==> src/rtl/fcs_pkg.sv <==
package fcs_pkg;
    typedef enum logic [1:0] {ST_IDLE, ST_ARM, ST_REQ, ST_BUSY} seq_st_t;
    typedef enum logic [2:0] {
        OP_PROG = 3'd0, OP_BERASE = 3'd1, OP_EALL = 3'd2,
        OP_LKPROG = 3'd3, OP_LKRD = 3'd4
    } be_op_t;
    typedef enum logic [2:0] {K_ARRAY, K_STATUS, K_CLEAR, K_TWO, K_BAD} cmd_kind_t;
    localparam int CODE_W = 8;
    localparam logic [CODE_W-1:0] CONFIRM = 8'hD0;
endpackage

==> src/rtl/fcs_decode.sv <==
module fcs_decode
    import fcs_pkg::*;
(
    input  logic [CODE_W-1:0] code,
    output cmd_kind_t         kind,
    output be_op_t            op
);
    always_comb begin
        kind = K_TWO;
        op   = OP_PROG;
        case (code)
            8'hFF: kind = K_ARRAY;
            8'h70: kind = K_STATUS;
            8'h50: kind = K_CLEAR;
            8'h40: op   = OP_PROG;
            8'h20: op   = OP_BERASE;
            8'hA7: op   = OP_EALL;
            8'h77: op   = OP_LKPROG;
            8'h71: op   = OP_LKRD;
            default: kind = K_BAD;
        endcase
    end
endmodule

==> src/rtl/fcs_rdmux.sv <==
module fcs_rdmux #(
    parameter int DW = 16
) (
    input  logic          sel_array,
    input  logic [DW-1:0] arr_rdata,
    input  logic [7:0]    status,
    output logic [DW-1:0] rdata
);
    localparam int PAD = DW - 8;
    always_comb begin
        if (sel_array) rdata = arr_rdata;
        else           rdata = {{PAD{1'b0}}, status};
    end
endmodule

==> src/rtl/flash_cmd_seq.sv <==
module flash_cmd_seq
    import fcs_pkg::*;
#(
    parameter int AW = 20,
    parameter int DW = 16
) (
    input  logic          clk,
    input  logic          rst_n,
    input  logic [AW-1:0] bus_addr,
    input  logic [DW-1:0] bus_wdata,
    input  logic          bus_we,
    input  logic          bus_re,
    output logic [DW-1:0] bus_rdata,
    output logic          rd_array,
    output logic [AW-1:0] arr_addr,
    input  logic [DW-1:0] arr_rdata,
    output logic          be_req,
    output logic [2:0]    be_op,
    output logic [AW-1:0] be_addr,
    output logic [DW-1:0] be_data,
    input  logic          be_ack,
    input  logic          be_done,
    input  logic          be_fail,
    input  logic          be_lock
);
    typedef struct packed {
        seq_st_t       state;
        logic          mode_arr;
        be_op_t        op;
        logic [AW-1:0] addr;
        logic [DW-1:0] data;
        logic          sr6;
        logic          sr5;
        logic          sr4;
    } regs_t;

    regs_t     d, q;
    cmd_kind_t dec_kind;
    be_op_t    dec_op;
    logic [7:0] status_w;
    logic      busy_w, wr_ok, odd_acc, same_addr, go, err;

    fcs_decode u_decode (
        .code (bus_wdata[CODE_W-1:0]),
        .kind (dec_kind),
        .op   (dec_op)
    );

    assign busy_w   = (q.state == ST_REQ) || (q.state == ST_BUSY);
    assign status_w = {~busy_w, q.sr6, q.sr5, q.sr4, 4'b0000};

    always_comb begin
        d         = q;
        go        = 1'b0;
        err       = 1'b0;
        wr_ok     = bus_we && !bus_addr[0];
        odd_acc   = (bus_we || bus_re) && bus_addr[0];
        same_addr = (bus_addr == q.addr);
        case (q.state)
            ST_IDLE: if (wr_ok) begin
                case (dec_kind)
                    K_ARRAY:  d.mode_arr = 1'b1;
                    K_STATUS: d.mode_arr = 1'b0;
                    K_CLEAR: begin
                        d.sr5 = 1'b0;
                        d.sr4 = 1'b0;
                    end
                    K_TWO: begin
                        d.state = ST_ARM;
                        d.op    = dec_op;
                        d.addr  = bus_addr;
                    end
                    default: err = 1'b1;
                endcase
            end
            ST_ARM: if (wr_ok) begin
                if (q.op == OP_PROG) begin
                    if (same_addr) begin
                        d.data = bus_wdata;
                        go     = 1'b1;
                    end else begin
                        err = 1'b1;
                    end
                end else if (bus_wdata[CODE_W-1:0] != CONFIRM ||
                             (!same_addr && q.op != OP_EALL)) begin
                    err = 1'b1;
                end else begin
                    d.addr = bus_addr;
                    go     = 1'b1;
                end
            end
            ST_REQ: if (be_ack) d.state = ST_BUSY;
            default: if (be_done) begin
                d.state = ST_IDLE;
                if (be_fail) begin
                    if (q.op == OP_BERASE || q.op == OP_EALL) d.sr5 = 1'b1;
                    else                                      d.sr4 = 1'b1;
                end else if (q.op == OP_LKRD) begin
                    d.sr6 = be_lock;
                end
            end
        endcase
        if (odd_acc && !busy_w) err = 1'b1;
        if (go) begin
            d.state    = ST_REQ;
            d.mode_arr = 1'b0;
        end
        if (err) begin
            d.state    = ST_IDLE;
            d.mode_arr = 1'b0;
            d.sr5      = 1'b1;
            d.sr4      = 1'b1;
        end
    end

    always_ff @(posedge clk or negedge rst_n) begin
        if (!rst_n) begin
            q          <= '0;
            q.state    <= ST_IDLE;
            q.mode_arr <= 1'b1;
            q.op       <= OP_PROG;
        end else begin
            q <= d;
        end
    end

    fcs_rdmux #(.DW(DW)) u_rdmux (
        .sel_array (q.mode_arr),
        .arr_rdata (arr_rdata),
        .status    (status_w),
        .rdata     (bus_rdata)
    );

    assign rd_array = q.mode_arr;
    assign arr_addr = bus_addr;
    assign be_req   = (q.state == ST_REQ);
    assign be_op    = q.op;
    assign be_addr  = q.addr;
    assign be_data  = q.data;

    // request and its payload held until acknowledged
    assert_req_hold_R10: assert property (@(posedge clk) disable iff (!rst_n)
        (be_req && !be_ack) |=> (be_req && $stable(be_op) && $stable(be_addr) && $stable(be_data)));

    // while a request is outstanding the read path reports not-ready
    assert_req_notready_R10: assert property (@(posedge clk) disable iff (!rst_n)
        be_req |-> (!rd_array && !bus_rdata[7]));

    // an odd write never launches a request
    assert_odd_no_req_R9: assert property (@(posedge clk) disable iff (!rst_n)
        (bus_we && bus_addr[0] && !be_req) |=> !be_req);

    // an accepted clear leaves both error bits low
    assert_clear_R4: assert property (@(posedge clk) disable iff (!rst_n)
        (q.state == ST_IDLE && bus_we && !bus_addr[0] && bus_wdata[7:0] == 8'h50)
        |=> (status_w[5:4] == 2'b00));

    // completion restores ready
    assert_done_ready_R11: assert property (@(posedge clk) disable iff (!rst_n)
        (q.state == ST_BUSY && be_done) |=> status_w[7]);
endmodule

==> config.mk <==
export PLATFORM = sky130hd
export DESIGN_NAME = flash_cmd_seq
export DESIGN_NICKNAME = d
export VERILOG_FILES = /design/src/rtl/fcs_pkg.sv /design/src/rtl/fcs_decode.sv /design/src/rtl/fcs_rdmux.sv /design/src/rtl/flash_cmd_seq.sv
export SDC_FILE = /design/constraint.sdc
export NUM_CORES = 1
export LEC_CHECK = 0
export CAP_MARGIN = 20
export CORE_UTILIZATION = 45
export DETAILED_ROUTE_END_ITERATION = 8
export DONT_BUFFER_PORTS = 1
export GPL_ROUTABILITY_DRIVEN = 0
export SYNTH_ARGS = -nofsm -noshare
export SYNTH_HDL_FRONTEND = slang
export SYNTH_SLANG_ARGS = --single-unit
==> constraint.sdc <==
create_clock -name clk -period 2.5 [get_ports clk]
set_input_delay 0.5 -clock clk [delete_from_list [all_inputs] [get_ports clk]]
set_output_delay 0.5 -clock clk [all_outputs]
set_load 0.05 [all_outputs]
==> results.py <==
metrics = {
    "clock_tree": {
        "cts_buffers": 5,
        "holdBufCountCts": 1,
        "cts_root_buf": "clkbuf_8",
        "post_cts_buffers": 0,
        "cts.sinks": 45,
        "cts_resized": 0,
        "clkTransAtPathRegs_ns": 0.09,
        "clk_latency_ns": 0.31,
        "cts_tree": "yes",
        "htreeDepth": 2,
        "cts_buffer_depth": 2,
    },
    "placed_design": {
        "dpl.hpwl_um": 4750,
        "dpl_cell_area_um2": 2930,
        "io_buffers": 0,
    },
    "timing": {
        "fin_crit_sh_pct": 88.2,
        "grt_setup_unrepaired": "no",
        "min_period_ns": 2.20,
        "timing.fmax_ghz": 0.454,
        "fin_skew_ns": 0.00582,
        "worstMarginPinSlew_ns": 0.515,
        "hold_violations": 0,
        "slew_viol_final": 0,
        "slew_headroom_pct": 65.7,
        "setup_violations": 0,
        "tns_ns": 0,
        "fin_hold_ws_ns": 0.0253,
    },
    "yosys": {
        "synth_ff_type": "dfrtp_1",
        "synth_edf_count": 0,
        "yosysWarnings": 0,
        "ys_types": 50,
        "synthArstFlopShare_pct": 100,
        "yosysSeqAreaShare_pct": 36.0,
        "netlist_area_um2": 3130,
        "syn_nets": 401,
        "synth_seq_cells": 45,
        "synth_cells": 336,
        "avgSynthCellArea_um2": 9.32,
    },
    "worst_setup_path": {
        "cpPeakStageDelay_ns": 0.87,
        "worstPathRequired_ns": 2.00,
        "critPathKind": "reg2out",
        "path_buf_inv": 0,
        "crit_slowest_cell": "dfstp_2",
        "critical_path.cell_chain": "mux2_2",
        "crit_arrival_ns": 1.70,
        "start_kind": "register",
        "cp-end-kind": "output pin",
        "critPathTopFamily": "flip-flops",
        "crit_fanout": 18,
    },
    "finish": {
        "stdcell_area_um2": 3040,
        "nFillCells": 674,
        "final_cell_mix": "dfrtp_1, nand2_1, buf_4, mux2_2, o21ai_0",
        "seq_area_um2": 1130,
        "nNetsFinal": 364,
        "multi_input_area_um2": 1450,
        "antenna_cells": 0,
        "finish.utilization_pct": 45.1,
        "mostFrequentLayoutCell": "dfrtp_1",
        "syn2layout_area_growth_pct": -2.80,
        "drive_gt1_share_pct": 23.7,
    },
    "die": {
        "rows": 30,
        "core-area_um2": 6760,
        "ios": 137,
        "initial_core_util_pct": 46.4,
        "die-height_um": 85.4,
        "die_w_um": 85.4,
        "dieArea_um2": 7300,
    },
    "power_and_ir_drop": {
        "clockPowerShare_pct": 34.6,
        "ir_drop_uv": 240,
        "comb_power_share_pct": 9.7,
        "fin_total_pwr_mw": 1.32,
        "switchingPower_mw": 0.347,
        "leakage_nw": 1.27,
        "swShare_pct": 26.2,
        "seq_power_share_pct": 55.6,
        "p_per_area_nw_per_um2": 434,
        "p_int_mw": 0.975,
    },
    "routing": {
        "drt_wl_total_um": 6490,
        "drtIter0Drc": 73,
        "vias": 2144,
        "drtAntennaViolNets": 0,
        "via_per_inst": 5.64,
        "drcViolationCount": 0,
        "first_pass_iters": 4,
        "route.detailed.wl_per_inst_um": 17.1,
    },
    "global_route": {
        "grt_pass1_wl_um": 10400,
        "grt_usage_pct": 18.5,
        "overflow": 0,
        "grt_max_degree": 45,
        "antenna_found_initial": 0,
        "grt_pass1_vias": 2085,
    },
    "job": {
        "cap_viol_max_count": 0,
    },
    "hold_path": {
        "hold_path.class": "in2async",
    },
    "outcome": {
        "outcome": "finished clean",
    },
}
-- stage by stage --
step	worst slack [ns]	instances
floorplan	0.0510	336
global placement	0.168	371
detailed placement	0.168	371
CTS	0.265	380
global route	0.192	380
finish	0.296	380
-- cell type report --
cell class / instances / area share [%]
tap: 80 / 3.29
clock inverter: 3 / 0.575
clock buffer: 5 / 2.26
inverter: 8 / 0.986
multi-input combinational: 210 / 47.6
sequential: 45 / 37.0
timing repair buffer: 29 / 8.22
-- synthesized netlist by cell type, types with 2 or more instances --
master / number / area, um^2
nand3_1: 2 / 10.0
inv_1: 8 / 30.0
xnor2_1: 22 / 193
a21oi_1: 5 / 25.0
o21ai_0: 23 / 115
clkbuf_1: 7 / 26.3
and2_1: 14 / 87.6
a211oi_1: 2 / 15.0
buf_6: 4 / 45.0
buf_2: 2 / 10.0
nor2_1: 11 / 41.3
o31ai_1: 4 / 30.0
buf_4: 59 / 443
nor3_1: 8 / 40.0
dfrtp_1: 44 / 1100
or3_1: 2 / 12.5
a211o_1: 2 / 17.5
o21ai_1: 19 / 95.1
a31oi_1: 2 / 12.5
mux2_2: 24 / 270
ha_1: 5 / 62.6
o211ai_1: 3 / 22.5
nand4_1: 9 / 56.3
nand2_1: 28 / 105
and3_1: 2 / 12.5
-- sequential cells by signal (all words and copies together), names as in the netlist --
signal	flops
be_addr	20
be_data	16
be_op	3
q	5
rd_array	1
-- worst paths after layout --
path,cells past startpoint,start,slack [ns],to
worst max-delay path,1,rd_array,0.30,bus_rdata[5]
worst min-delay path,1,rst_n,0.03,be_addr[11]
worst max register to register,7,be_addr[11],0.36,be_data[4]
worst min register to register,1,q[2],0.52,q[2]
max in group asynchronous,1,rst_n,2.26,be_op[1]
min in group clk,2,bus_addr[11],0.31,be_addr[11]
-- power groups by stage --
stage	Combinational (mW)	Sequential, mW	Clock (mW)
after floorplan	0.183	0.752	0
after global placement	0.110	0.750	0
after detailed placement	0.111	0.750	0
after CTS	0.131	0.736	0.475
after global routing	0.143	0.736	0.496
final	0.129	0.736	0.458
-- kinds of logic (layout without fill, tap and decap cells) --
kind of cell | Yosys count | after routing | synth area share, %
XOR/XNOR | 22 | 22 | 6.15
buffers and inverters | 81 | 45 | 17.9
adder cells (fa/ha/maj) | 5 | 5 | 2.00
AND/OR/NAND/NOR | 86 | 86 | 14.2
multiplexers | 24 | 24 | 8.63
AO/OA/AOI/OAI | 73 | 73 | 15.2
flip-flops | 45 | 45 | 36.0
-- routing by layer --
metal | vias to the layer above | wire length (um) | GRT usage [%]
met1 | 1023 | 2950 | 24.4
li1 | 1030 | - | -
met5 | - | 0 | 0
met3 | 8 | 429 | 4.28
met2 | 83 | 3030 | 29.7
met4 | 0 | 87 | 6.36
Note: power is estimated with default switching activity, not from simulation.
